<file path="src/rtl/sft_pkg.sv">
package sft_pkg;

    typedef enum logic [2:0] {
        ST_IDLE   = 3'd0,
        ST_START  = 3'd1,
        ST_DATA   = 3'd2,
        ST_PARITY = 3'd3,
        ST_STOP   = 3'd4
    } tx_state_e;

    typedef enum logic [1:0] {
        CH_NORMAL = 2'd0,
        CH_ECHO   = 2'd1,
        CH_LOCAL  = 2'd2,
        CH_REMOTE = 2'd3
    } chan_e;

    localparam logic [2:0] PAR_EVEN  = 3'd0;
    localparam logic [2:0] PAR_ODD   = 3'd1;
    localparam logic [2:0] PAR_ZERO  = 3'd2;
    localparam logic [2:0] PAR_ONE   = 3'd3;

    localparam logic [1:0] STOP_ONE  = 2'd0;
    localparam logic [1:0] STOP_HALF = 2'd1;

endpackage

</file>
<file path="src/rtl/sft_char_prep.sv">
module sft_char_prep #(
    parameter  int DATA_W = 9,
    localparam int IDXW   = $clog2(DATA_W + 1)
) (
    input  logic [DATA_W-1:0] data_i,
    input  logic [IDXW-1:0]   nbits_i,
    input  logic              msb_first_i,
    output logic [DATA_W-1:0] word_o,
    output logic              par_raw_o
);

    logic [DATA_W-1:0] masked;
    logic [DATA_W-1:0] reversed;

    // keep only the selected character bits
    for (genvar gi = 0; gi < DATA_W; gi++) begin : g_mask
        assign masked[gi] = data_i[gi] & (IDXW'(gi) < nbits_i);
    end

    // reverse within the selected length; positions past the length stay zero
    always_comb begin
        reversed = '0;
        for (int i = 0; i < DATA_W; i++) begin
            for (int j = 0; j < DATA_W; j++) begin
                if (IDXW'(j) == nbits_i - IDXW'(1) - IDXW'(i)) begin
                    reversed[i] = reversed[i] | masked[j];
                end
            end
        end
    end

    assign word_o    = msb_first_i ? reversed : masked;
    assign par_raw_o = ^masked;

endmodule

</file>
<file path="src/rtl/sft_sequencer.sv">
module sft_sequencer
    import sft_pkg::*;
#(
    parameter  int DATA_W = 9,
    parameter  int OSR    = 16,
    localparam int IDXW   = $clog2(DATA_W + 1),
    localparam int CW     = $clog2(2 * OSR + 1)
) (
    input  logic              clk,
    input  logic              rst_n,
    input  logic              tick_i,
    input  logic              valid_i,
    input  logic [DATA_W-1:0] word_i,
    input  logic              par_raw_i,
    input  logic [IDXW-1:0]   nbits_i,
    input  logic [2:0]        par_mode_i,
    input  logic [1:0]        stop_mode_i,
    input  logic              invert_i,
    output logic              ready_o,
    output logic              line_o
);

    localparam logic [CW-1:0] BIT_LEN  = CW'(OSR);
    localparam logic [CW-1:0] HALF_LEN = CW'(OSR + OSR / 2);
    localparam logic [CW-1:0] TWO_LEN  = CW'(2 * OSR);

    typedef struct packed {
        tx_state_e         st;
        logic [CW-1:0]     cnt;
        logic [IDXW-1:0]   idx;
        logic [DATA_W-1:0] sh;
        logic [IDXW-1:0]   nbits;
        logic              has_par;
        logic              par_bit;
        logic [CW-1:0]     stop_len;
        logic              inv;
        logic              line;
    } seq_t;

    seq_t          seq_q, seq_d;
    logic [CW-1:0] lim;
    logic          last_tick;

    always_comb begin
        seq_d     = seq_q;
        lim       = (seq_q.st == ST_STOP) ? seq_q.stop_len : BIT_LEN;
        last_tick = tick_i && (seq_q.cnt == lim - CW'(1));
        if (seq_q.st == ST_IDLE) begin
            seq_d.line = 1'b1;
            if (valid_i) begin
                seq_d.st    = ST_START;
                seq_d.cnt   = '0;
                seq_d.idx   = '0;
                seq_d.sh    = word_i;
                seq_d.nbits = nbits_i;
                seq_d.inv   = invert_i;
                seq_d.line  = 1'b0;
                case (par_mode_i)
                    PAR_EVEN: begin seq_d.has_par = 1'b1; seq_d.par_bit = par_raw_i;  end
                    PAR_ODD:  begin seq_d.has_par = 1'b1; seq_d.par_bit = ~par_raw_i; end
                    PAR_ZERO: begin seq_d.has_par = 1'b1; seq_d.par_bit = 1'b0;       end
                    PAR_ONE:  begin seq_d.has_par = 1'b1; seq_d.par_bit = 1'b1;       end
                    default:  begin seq_d.has_par = 1'b0; seq_d.par_bit = 1'b0;       end
                endcase
                case (stop_mode_i)
                    STOP_ONE:  seq_d.stop_len = BIT_LEN;
                    STOP_HALF: seq_d.stop_len = HALF_LEN;
                    default:   seq_d.stop_len = TWO_LEN;
                endcase
            end
        end else if (tick_i) begin
            if (last_tick) begin
                seq_d.cnt = '0;
                case (seq_q.st)
                    ST_START: begin
                        seq_d.st   = ST_DATA;
                        seq_d.line = seq_q.sh[0] ^ seq_q.inv;
                    end
                    ST_DATA: begin
                        if (seq_q.idx == seq_q.nbits - IDXW'(1)) begin
                            if (seq_q.has_par) begin
                                seq_d.st   = ST_PARITY;
                                seq_d.line = seq_q.par_bit;
                            end else begin
                                seq_d.st   = ST_STOP;
                                seq_d.line = 1'b1;
                            end
                        end else begin
                            seq_d.idx  = seq_q.idx + IDXW'(1);
                            seq_d.sh   = seq_q.sh >> 1;
                            seq_d.line = seq_q.sh[1] ^ seq_q.inv;
                        end
                    end
                    ST_PARITY: begin
                        seq_d.st   = ST_STOP;
                        seq_d.line = 1'b1;
                    end
                    default: begin
                        seq_d.st   = ST_IDLE;
                        seq_d.line = 1'b1;
                    end
                endcase
            end else begin
                seq_d.cnt = seq_q.cnt + CW'(1);
            end
        end
    end

    always_ff @(posedge clk or negedge rst_n) begin
        if (!rst_n) begin
            seq_q      <= '0;
            seq_q.line <= 1'b1;
        end else begin
            seq_q <= seq_d;
        end
    end

    assign ready_o = (seq_q.st == ST_IDLE);
    assign line_o  = seq_q.line;

    // taking a word closes the handshake and opens the start bit
    a_r2_accept_drops_ready: assert property (@(posedge clk) disable iff (!rst_n)
        (valid_i && ready_o) |=> (!ready_o && !line_o));

    // ready can only fall because a word was offered
    a_r2_ready_fall_cause: assert property (@(posedge clk) disable iff (!rst_n)
        $fell(ready_o) |-> $past(valid_i));

    // idle means a high line
    a_r1_idle_high: assert property (@(posedge clk) disable iff (!rst_n)
        ready_o |-> line_o);

    // the line holds on cycles without tick or acceptance
    a_r11_line_on_tick: assert property (@(posedge clk) disable iff (!rst_n)
        (!tick_i && !(valid_i && ready_o)) |=> $stable(line_o));

    // tick counter stays below the longest period
    a_r3_cnt_bound: assert property (@(posedge clk) disable iff (!rst_n)
        seq_q.cnt < TWO_LEN);

    // bit index never passes the captured length
    a_r4_idx_bound: assert property (@(posedge clk) disable iff (!rst_n)
        (seq_q.st == ST_DATA) |-> (seq_q.idx < seq_q.nbits));

endmodule

</file>
<file path="src/rtl/sft_line_route.sv">
module sft_line_route
    import sft_pkg::*;
(
    input  logic [1:0] chan_i,
    input  logic       frame_line_i,
    input  logic       rx_line_i,
    output logic       tx_line_o,
    output logic       rx_core_o
);

    always_comb begin
        case (chan_e'(chan_i))
            CH_ECHO: begin
                tx_line_o = rx_line_i;
                rx_core_o = rx_line_i;
            end
            CH_LOCAL: begin
                tx_line_o = 1'b1;
                rx_core_o = frame_line_i;
            end
            CH_REMOTE: begin
                tx_line_o = rx_line_i;
                rx_core_o = 1'b1;
            end
            default: begin
                tx_line_o = frame_line_i;
                rx_core_o = rx_line_i;
            end
        endcase
    end

endmodule

</file>
<file path="src/rtl/serial_frame_tx.sv">
module serial_frame_tx #(
    parameter  int DATA_W = 9,
    parameter  int OSR    = 16,
    localparam int IDXW   = $clog2(DATA_W + 1)
) (
    input  logic              clk,
    input  logic              rst_n,
    input  logic              tick_i,
    input  logic              in_valid_i,
    input  logic [DATA_W-1:0] in_data_i,
    output logic              in_ready_o,
    input  logic [1:0]        cfg_size_i,
    input  logic              cfg_nine_i,
    input  logic [2:0]        cfg_parity_i,
    input  logic [1:0]        cfg_stop_i,
    input  logic              cfg_msb_first_i,
    input  logic              cfg_invert_i,
    input  logic [1:0]        cfg_chan_i,
    input  logic              rx_line_i,
    output logic              tx_line_o,
    output logic              rx_core_o
);

    logic [IDXW-1:0]   nbits;
    logic [DATA_W-1:0] word;
    logic              par_raw;
    logic              frame_line;

    // the wide override outranks the length code
    assign nbits = cfg_nine_i ? IDXW'(DATA_W) : (IDXW'(5) + IDXW'(cfg_size_i));

    sft_char_prep #(.DATA_W(DATA_W)) u_prep (
        .data_i      (in_data_i),
        .nbits_i     (nbits),
        .msb_first_i (cfg_msb_first_i),
        .word_o      (word),
        .par_raw_o   (par_raw)
    );

    sft_sequencer #(.DATA_W(DATA_W), .OSR(OSR)) u_seq (
        .clk         (clk),
        .rst_n       (rst_n),
        .tick_i      (tick_i),
        .valid_i     (in_valid_i),
        .word_i      (word),
        .par_raw_i   (par_raw),
        .nbits_i     (nbits),
        .par_mode_i  (cfg_parity_i),
        .stop_mode_i (cfg_stop_i),
        .invert_i    (cfg_invert_i),
        .ready_o     (in_ready_o),
        .line_o      (frame_line)
    );

    sft_line_route u_route (
        .chan_i       (cfg_chan_i),
        .frame_line_i (frame_line),
        .rx_line_i    (rx_line_i),
        .tx_line_o    (tx_line_o),
        .rx_core_o    (rx_core_o)
    );

endmodule

</file>
<file path="config.mk">
export PLATFORM = sky130hd
export DESIGN_NAME = serial_frame_tx
export DESIGN_NICKNAME = d
export VERILOG_FILES = /design/src/rtl/sft_pkg.sv /design/src/rtl/sft_char_prep.sv /design/src/rtl/sft_sequencer.sv /design/src/rtl/sft_line_route.sv /design/src/rtl/serial_frame_tx.sv
export SDC_FILE = /design/constraint.sdc
export NUM_CORES = 1
export LEC_CHECK = 0
export ABC_AREA = 1
export BUFFER_PORTS_ARGS = -buffer_cell sky130_fd_sc_hd__clkbuf_2
export CAP_MARGIN = 20
export CELL_PAD_IN_SITES_DETAIL_PLACEMENT = 0
export CELL_PAD_IN_SITES_GLOBAL_PLACEMENT = 1
export CORE_MARGIN = 3
export CORE_UTILIZATION = 45
export CTS_CLUSTER_SIZE = 12
export DETAILED_ROUTE_END_ITERATION = 7
export PLACE_DENSITY = 0.85
export REMOVE_ABC_BUFFERS = 1
export SYNTH_ARGS = -nofsm -noshare
export SYNTH_HDL_FRONTEND = slang
export SYNTH_SLANG_ARGS = --single-unit
</file>
<file path="constraint.sdc">
create_clock -name clk -period 3.6 [get_ports clk]
set_input_delay 0.72 -clock clk [delete_from_list [all_inputs] [get_ports clk]]
set_output_delay 0.72 -clock clk [all_outputs]
set_load 0.005 [all_outputs]
</file>
* Yosys cells after proc, flatten, opt, wreduce, memory -nomap -nowiden
Cells that the tools add are included.
Word-level totals: bits in writable memories 0, bits in latches 0, bits in read-only memories 0, input bits 26, memories 0, bits in registers 36
Operators by class: magnitude comparators 9, shifts and indexed selects 0, eq/ne operators 88, multiplexer cells 105, multiply operators 0, div/mod/pow operators 0, bitwise logic cells 84, reductions and logical operators 23, add/sub/neg operators 14
Operators with widths (count):
- 3-bit by 4-bit equality test with 1-bit output, first input constant | 36
- 1-bit two-way mux | 86
- 2-bit by 4-bit equality test with 1-bit output, first input constant | 18
- 1-bit OR | 72
- 22-bit two-way mux | 2
- 13-bit two-way mux | 3
- 1-bit by 4-bit equality test with 1-bit output, first input constant | 9
- 4-bit equality test, first input constant | 9
- 4-bit logical NOT | 9
- 36-bit two-way mux | 1
- 3-bit by 4-bit less-than comparator with 1-bit output, first input constant | 4
- 4-bit by 3-bit subtractor with 4-bit output, second input constant | 4
- 3-bit by 2-bit equality test with 1-bit output, second input constant | 4
- 6-bit two-way mux | 2
- 6-bit one-hot mux with 2 select lines | 1
- 4-bit by 1-bit subtractor with 4-bit output, second input constant | 3
- 1-bit bitwise AND | 9
- 3-bit two-way mux | 3
- 9-bit two-way mux | 1
- 3-bit one-hot mux with 3 select lines | 1
- 9-bit XOR reduction | 1
- 1-bit by 4-bit less-than comparator with 1-bit output, first input constant | 2
- 2-bit by 4-bit less-than comparator with 1-bit output, first input constant | 2
- 2-bit one-hot mux with 4 select lines | 1
- other kinds (27) | 40

* Longest topological paths before layout
Gate-level depths: netlist of run 1.
word-level depth 25, mapped depth 19, gate-level depth less buffers 19

* Cells and area by module
A second synthesis of run 1 with hierarchy kept.
Second synthesis, totals: cell total of the unflattened synthesis 529, area, all modules 3264.4 µm²
By module, submodules not included:
- sft_sequencer | cells an instance 244, area each 1873.0 µm², sequential area each 827.0 µm², instances 1
- sft_char_prep | cells an instance 270, area each 1311.3 µm², sequential area each 0.0 µm², instances 1
- sft_line_route | cells an instance 7, area each 41.3 µm², sequential area each 0.0 µm², instances 1
- serial_frame_tx | cells an instance 8, area each 38.8 µm², sequential area each 0.0 µm², instances 1

* Worst setup path before layout of run 1
No wires, ideal clock.
path type in2reg, start in cfg_size_i[0], end reg u_seq.seq_q[19] (netlist name), library setup time 73 ps, path slack 953 ps, arrival 2574 ps, stages 17, cell sequence ha_1 inv_1 nor2_1 inv_1 ha_1 buf_2 inv_1 nand2_1 nand2_1 nand2_1 nand2_2 nand2_1 nor2_1 nor2_1 nand3_1 nand2_1 a21oi_2
Between the ends: word-level cells in the longest chain between the ends 25
Ends and longest elaborated chain:
- from (decl) | RTL line serial_frame_tx.sv:12 | input logic [1:0] cfg_size_i,
- 3-bit by 2-bit adder with 4-bit output (*) | RTL line serial_frame_tx.sv:30 | assign nbits = cfg_nine_i ? IDXW'(DATA_W) : (IDXW'(5) + IDXW'(cfg_size_i));
- 4-bit two-way mux (*) | RTL line serial_frame_tx.sv:30
- named net nbits[1] | RTL line serial_frame_tx.sv:24 | logic [IDXW-1:0] nbits;
- 4-bit by 1-bit subtractor with 4-bit output | RTL line sft_char_prep.sv:25 | if (IDXW'(j) == nbits_i - IDXW'(1) - IDXW'(i)) begin
- 4-bit by 3-bit subtractor with 4-bit output | RTL line sft_char_prep.sv:25
- 4-bit logical NOT | RTL line sft_char_prep.sv:25
- 1-bit two-way mux | RTL line sft_char_prep.sv:25
- 1-bit OR | RTL line sft_char_prep.sv:26 | reversed[i] = reversed[i] | masked[j];
- (+10 left out)
- 1-bit two-way mux | RTL line sft_char_prep.sv:25
- 1-bit OR | RTL line sft_char_prep.sv:26
- 1-bit two-way mux | RTL line sft_char_prep.sv:25
- 1-bit OR | RTL line sft_char_prep.sv:26
- 1-bit two-way mux | RTL line sft_char_prep.sv:25
- 9-bit two-way mux (*) | RTL line sft_char_prep.sv:32 | assign word_o = msb_first_i ? reversed : masked;
- 36-bit two-way mux (*) | RTL line sft_sequencer.sv:50 | if (valid_i) begin
- 22-bit two-way mux (*) | RTL line sft_sequencer.sv:48 | if (seq_q.st == ST_IDLE) begin
- to (signal assigned) | RTL line sft_sequencer.sv:114 | seq_q <= seq_d;
- to (decl) | RTL line sft_sequencer.sv:40 | seq_t seq_q, seq_d;
Mark *: on every way through the listed nets, which the timed path passes. The rest lies on a longest branch. The select of a mux whose other input is x is not followed. A chain may end at the register's enable or synchronous reset.

* Worst setup path after layout of run 1
start in cfg_size_i[0], end reg u_seq.seq_q[8] (netlist name)
Between the ends: word-level cells in the longest chain between the ends 7
Ends and longest elaborated chain:
- 3-bit by 2-bit adder with 4-bit output (*) | RTL line serial_frame_tx.sv:30
- 4-bit two-way mux (*) | RTL line serial_frame_tx.sv:30
- named net nbits[1] | RTL line serial_frame_tx.sv:24
- 1-bit by 4-bit less-than comparator with 1-bit output, or another cell as far along | RTL line sft_char_prep.sv:17 | assign masked[gi] = data_i[gi] & (IDXW'(gi) < nbits_i);
- 1-bit bitwise AND | RTL line sft_char_prep.sv:17
- 9-bit XOR reduction (*) | RTL line sft_char_prep.sv:33 | assign par_raw_o = ^masked;
- 1-bit NOT | RTL line sft_sequencer.sv:60 | PAR_ODD: begin seq_d.has_par = 1'b1; seq_d.par_bit = ~par_raw_i; end
- 2-bit one-hot mux with 4 select lines (*) | RTL line sft_sequencer.sv:58 | case (par_mode_i)
Mark *: on every way through the listed nets, which the timed path passes. The rest lies on a longest branch.

==> run_results.csv, run 1 <==
group,metric,value,unit
timing,setup_viol,0,
final_layout,fillCellCount,689,
floorplanning,core_area,0.00649,mm²
floorplanning,top_level_ports,29,
timing,min_period_over_period,81.7,%
synthesis,post-synth-top-area-cell,"dfrtp_1",
drt,wl_per_cell,13.7,µm
final_layout,area_growth,8.45,%
timing,finalCriticalPeriod,2.94,ns
drt,post-route-drc-count,0,
power,ir_drop,0.162,mV
setup_path,crit_chain,"clkbuf_2 -> ha_1 -> inv_1 -> nor2_1 -> inv_1 -> ha_1 -> inv_1 -> nand2_1 -> nor2_1 -> nand2_1 -> nand2_1 -> inv_1 -> nor2_1 -> nor2_1 -> nand2_1 -> nand2_1 -> nand2_1 -> nand3_1 -> nand2_1 -> nand2_1",
setup_path,critPathMaxFanout,7,
cts,cts_tree,"yes",
timing,tightest_slew,0.813,ns
final_layout,final_cell_area,0.00334,mm²
global_routing,globalRoute.totalOverflow,0,
placed_design,hpwl,6290,µm
setup_path,worstReg2RegStart,"u_seq.seq_q[33]",
hold_path,min_path_type,"register to register",
timing,skew,0.00202,ns
placed_design,place_ws,0.354,ns
cts,htreeDepth,2,
global_routing,track_usage,21.6,%
final_layout,nets,555,
floorplanning,die_width,88.7,µm
setup_path,worstPathArrival,3.12,ns
setup_path,endpoint,"u_seq.seq_q[8]",
cts,insertion_delay,0.28,ns
setup_path,cp_common_cell,"nand2_1",
setup_path,crit_path_start_kind,"primary input",
setup_path,rr_worst_depth,13,
timing,setup_tns,0,ns
synthesis,synth_flop_cell,"dfrtp_1",
synthesis,synth_area,0.00308,mm²
drt,num_vias,3141,
power,power.density,395,mW/mm²
drt,wirelength,8130,µm
cts,clock_path_buffers,2,
setup_path,cp_slowest_cell,"ha_1",
setup_path,ff2ff_setup_slack,1.24,ns
placed_design,place_area,0.00326,mm²
floorplanning,die_h,88.7,µm
synthesis,ys_seq_elements,33,
floorplanning,start_util,47.4,%
placed_design,gp_routability_congestion,0.981,
timing,hold_violations,0,
synthesis,syn_inst,492,
setup_path,r2r_end,"u_seq.seq_q[25]",
floorplanning,rows,29,
final_layout,drive_gt1_share,12.4,%
floorplanning,die_area,0.00787,mm²
synthesis,async_flop_share,100,%
drt,avgViaCountPerCell,5.28,
synthesis,post-synth-top-area-fraction,26.0,%
cts,cts_hold_buf,0,
synthesis,synth_commonest_cells,"nand2_1 (165), inv_1 (63), nor2_1 (46)",
synthesis,ys_seq_area_share,26.9,%
synthesis,yosys_warnings,0,
setup_path,cpPeakStageDelay,0.34,ns
synthesis,synth_edf_count,0,
synthesis,synth.distinct_cells,37,
power,leakage,1.78,nW
drt,drtAntennaViolNets,0,
timing,rsz0062_at_grt,"no",
cts,post_cts_buffers,0,
timing,final-max-slew-violation-count,0,
timing,relSlewSlack,45.8,%
cts,clkSinkCount,33,
global_routing,first_global_vias,2870,
drt,drtIter0Drc,147,
timing,finalWorstSetupSlack,0.658,ns
final_layout,num_antenna_cells,0,
timing,fmax,340,MHz
setup_path,cp-end-kind,"register",
synthesis,synthTopCellsByArea,"dfrtp_1 (26%), nand2_1 (20%), inv_1 (7.7%)",
setup_path,startpoint,"cfg_size_i[0]",
cts,numCtsBuffers,5,
cts,cts.clk_slew.worst_paths,0.06,ns
flow_run,maxCapViolCount,0,
placed_design,portBuffers,28,
global_routing,grt_pass1_wl,13400,µm
synthesis,synth_area_per_cell,6.26,µm²
setup_path,critical_path_class,"primary input to register",
cts,clockRootBuffer,"clkbuf_8",
status,status,"complete, no violations",
global_routing,grt_max_degree,34,
drt,dr.pass1.iters,5,
global_routing,antenna_found_initial,0,
synthesis,post-synth-top-count-cell,"nand2_1",
cts,ctsResizeCount,0,
setup_path,required,3.78,ns
## state kept, by name, indices dropped and copies added (netlist names)
signal and cells:
u_seq.seq_q 32, u_seq.line_o 1
## layout by cell type (no fill, tap or decap), types with 2 or more instances in the layout
| master | netlist | final |
|---|---|---|
| xnor2_1 | 6 | 6 |
| a21boi_1 | 2 | 2 |
| nand3_4 | 2 | 2 |
| nor2_2 | 5 | 5 |
| nand2_4 | 4 | 4 |
| a21oi_2 | 4 | 4 |
| nand3_1 | 42 | 42 |
| clkbuf_1 | 5 | 3 |
| nand3b_1 | 3 | 3 |
| ha_1 | 12 | 12 |
| o21ai_1 | 2 | 2 |
| inv_2 | 5 | 5 |
| clkbuf_8 | 0 | 5 |
| o22ai_1 | 3 | 3 |
| clkbuf_2 | 0 | 28 |
| nand2_2 | 7 | 7 |
| nand2_1 | 165 | 165 |
| a21oi_1 | 16 | 16 |
| nor2_1 | 46 | 46 |
| dfrtp_1 | 32 | 32 |
| nor3_1 | 5 | 5 |
| o21ai_0 | 27 | 27 |
| o211ai_1 | 5 | 5 |
| xor2_1 | 7 | 7 |
| nand4_1 | 8 | 8 |
| inv_1 | 63 | 63 |
## cell families after synthesis
group           Yosys count  share of synthesized area, %
xor+xnor                 13                          3.70
compound gates           65                          12.6
simple gates            291                          41.9
buf+inv                  78                          10.1
flops                    33                          26.9
fa+ha+maj                12                          4.88
## cell type report
| type | instances | area [µm²] | share of cell area (%) |
|---|---|---|---|
| Inverter | 68 | 255 | 7.64 |
| Tap cell | 77 | 96.3 | 2.88 |
| Clock buffer | 8 | 80.1 | 2.40 |
| Multi-Input combinational cell | 381 | 1940 | 58.1 |
| Timing Repair Buffer | 28 | 140 | 4.20 |
| Sequential cell | 33 | 827 | 24.8 |
## through the flow
step / power [mW] / hold WS [ns] / instances / util (%)
after floorplan: 0.919 / 0.424 / 482 / -
after global placement: 1.05 / 0.461 / 587 / 50.2
after detailed placement: 1.05 / 0.463 / 587 / 50.2
after CTS: 1.32 / 0.475 / 595 / 51.4
after global routing: 1.43 / 0.503 / 595 / 51.4
final: 1.32 / 0.474 / 595 / 51.4
## worst min path at each step
stage,to,slack (ns),start,cells past startpoint
3_5_place_dp,u_seq.line_o,0.46,u_seq.line_o,2
4_1_cts,u_seq.line_o,0.47,u_seq.line_o,2
3_3_place_gp,u_seq.line_o,0.46,u_seq.line_o,2
6_report,u_seq.line_o,0.47,u_seq.line_o,2
5_1_grt,u_seq.seq_q[21],0.50,u_seq.seq_q[21],2
2_1_floorplan,u_seq.seq_q[10],0.42,rst_n,0
## power by group
group          internal, mW  switching (mW)  leakage, nW
Combinational         0.196           0.323         1.35
Sequential            0.457          0.0767        0.390
Clock                 0.137           0.128       0.0395
## critical path: cells and delay by family
kind	cells	cell delay (ns)
and+or+nand+nor	13	1.29
buffers and inverters	5	0.48
adders and majority gates	2	0.61
## metal layers
layer	up-vias	wire (µm)	track usage, %
li1	1612	-	-
met1	1409	3620	27.6
met2	109	3870	37.5
met3	11	514	3.82
met4	0	116	5.36
met5	-	0	0
Note: power is estimated with default switching activity, not from simulation.
==> run 2, diff against run 1 <==
--- a/config.mk
+++ b/config.mk
@@ -11,10 +11,10 @@
 export CELL_PAD_IN_SITES_DETAIL_PLACEMENT = 0
 export CELL_PAD_IN_SITES_GLOBAL_PLACEMENT = 1
 export CORE_MARGIN = 3
-export CORE_UTILIZATION = 45
+export CORE_UTILIZATION = 42
 export CTS_CLUSTER_SIZE = 12
 export DETAILED_ROUTE_END_ITERATION = 7
-export PLACE_DENSITY = 0.85
+export PLACE_DENSITY = 0.8
 export REMOVE_ABC_BUFFERS = 1
 export SYNTH_ARGS = -nofsm -noshare
 export SYNTH_HDL_FRONTEND = slang
==> constraint.sdc (replaced) <==
create_clock -name clk -period 2.9 [get_ports clk]
set_input_delay 0.58 -clock clk [delete_from_list [all_inputs] [get_ports clk]]
set_output_delay 0.58 -clock clk [all_outputs]
set_load 0.005 [all_outputs]
==> run_results.csv, run 2 (synthesized netlist as in run 1, its figures left out) <==
group,metric,value,unit
cts,cts_hold_buf,0,
cts,clock_path_buffers,2,
setup_path,cp-end-kind,"register",
drt,num_vias,3184,
floorplanning,rows,30,
global_routing,antenna_found_initial,0,
setup_path,critPathMaxFanout,7,
cts,clkSinkCount,33,
final_layout,area_growth,10.5,%
power,leakage,1.81,nW
cts,post_cts_buffers,0,
placed_design,place_ws,0.142,ns
power,swShare,40.7,%
final_layout,drive_gt1_share,13.4,%
drt,post-route-drc-count,0,
global_routing,first_global_vias,2945,
drt,wl_per_cell,14.0,µm
timing,setup_viol,0,
global_routing,track_usage,21.5,%
global_routing,grt_pass1_wl,14500,µm
status,status,"complete, no violations",
final_layout,final_common_cell,"nand2_1",
floorplanning,core_area,0.00694,mm²
setup_path,worstPathArrival,2.65,ns
drt,drtIter0Drc,146,
cts,insertion_delay,0.28,ns
power,ir_drop,0.149,mV
final_layout,num_antenna_cells,0,
timing,finalWorstSetupSlack,0.428,ns
timing,rsz0062_at_grt,"no",
timing,min_period_over_period,85.3,%
global_routing,grt_max_degree,34,
drt,drtAntennaViolNets,0,
timing,fmax,404,MHz
setup_path,crit_path_start_kind,"primary input",
final_layout,top_register,"u_seq.seq_q",
setup_path,ff2ff_setup_slack,0.55,ns
timing,tightest_slew,0.873,ns
cts,clockRootBuffer,"clkbuf_8",
drt,avgViaCountPerCell,5.14,
floorplanning,top_level_ports,29,
final_layout,largest_register_ff_count,32,
setup_path,critical_path_class,"primary input to register",
floorplanning,die_h,91.6,µm
timing,skew,0.00676,ns
cts,htreeDepth,2,
final_layout,final_cell_mix,"nand2_1 (165), inv_1 (63), nor2_1 (46)",
setup_path,required,3.08,ns
power,p_int,0.984,mW
final_layout,final_util,49.0,%
global_routing,globalRoute.totalOverflow,0,
placed_design,portBuffers,28,
placed_design,hpwl,6890,µm
power,power.density,488,mW/mm²
timing,final-max-slew-violation-count,0,
power,switching_power,0.674,mW
cts,cts.clk_slew.worst_paths,0.07,ns
timing,finalCriticalPeriod,2.47,ns
placed_design,gp_routability_congestion,1.00,
floorplanning,die_area,0.00840,mm²
flow_run,maxCapViolCount,0,
cts,cts_tree,"yes",
final_layout,nets,560,
hold_path,min_path_type,"primary input to async pin",
power,pwr-share-comb,39.9,%
drt,dr.pass1.iters,5,
floorplanning,die_width,91.6,µm
cts,ctsResizeCount,0,
timing,holdWs,0.399,ns
timing,hold_violations,0,
cts,numCtsBuffers,5,
timing,setup_tns,0,ns
power,seqPwrFrac,39.9,%
power,p_clk_share,20.3,%
floorplanning,start_util,44.3,%
drt,wirelength,8640,µm
timing,relSlewSlack,41.8,%
-- run 2: cell count changes in the layout (fill, tap and decap cells not counted), sizes merged --
cell | previous run | this run
buf | 0 | 5
clkbuf | 36 | 35
clkinv | 0 | 1
-- run 2: worst max-delay path: stages --
cell and delay (ns):
clkbuf_2 0.10, ha_1 0.27, inv_1 0.06, nor2_1 0.12
inv_1 0.12, ha_1 0.31, inv_1 0.08, nand2_1 0.09
nor2_1 0.20, nand2_1 0.08, nand2_1 0.10, inv_1 0.06
nor2_1 0.08, nor2_1 0.04, nand2_1 0.07, nand2_1 0.05
nand2_1 0.05, nand3_1 0.07, nand2_1 0.06, nand2_1 0.05
-- run 2: metal layers --
layer | vias up | wire, µm | GRT usage, % | share of wire [%]
met1 | 1466 | 4060 | 29.1 | 47
met5 | - | 0 | 0 | 0
met4 | 0 | 148 | 5.78 | 1.7
met3 | 11 | 382 | 2.95 | 4.4
li1 | 1624 | - | - | -
met2 | 83 | 4050 | 35.9 | 47
-- run 2: final timing paths --
| path | depth (start not counted) | startpoint | to |
|---|---|---|---|
| worst min-delay path | 1 | rst_n | u_seq.seq_q[25] |
| worst max-delay path | 20 | cfg_size_i[0] | u_seq.seq_q[8] |
| worst min register to register | 2 | u_seq.line_o | u_seq.line_o |
| max in group asynchronous | 1 | rst_n | u_seq.seq_q[7] |
| worst max register to register | 13 | u_seq.seq_q[33] | u_seq.seq_q[23] |
| min in group clk | 2 | u_seq.line_o | u_seq.line_o |
-- run 2: cell type report --
type / count / area, µm²
Fill cell: 752 / 3540
Inverter: 68 / 255
Clock inverter: 1 / 5.00
Sequential cell: 33 / 827
Tap cell: 96 / 120
Timing Repair Buffer: 33 / 178
Multi-Input combinational cell: 381 / 1940
Clock buffer: 7 / 76.3
-- run 2: power by group through the flow --
stage,registers (mW),logic [mW],clock network (mW)
floorplan,0.646,0.495,0
global placement,0.668,0.655,0
detailed placement,0.671,0.659,0
CTS,0.663,0.662,0.343
global route,0.679,0.758,0.367
finish,0.661,0.661,0.336
-- run 2: stage by stage --
stage	std cells	area (µm²)	power (mW)
finish	619	3400	1.66
CTS	619	3400	1.67
global placement	611	3320	1.32
global route	619	3400	1.80
floorplan	482	3020	1.14
detailed placement	611	3320	1.33
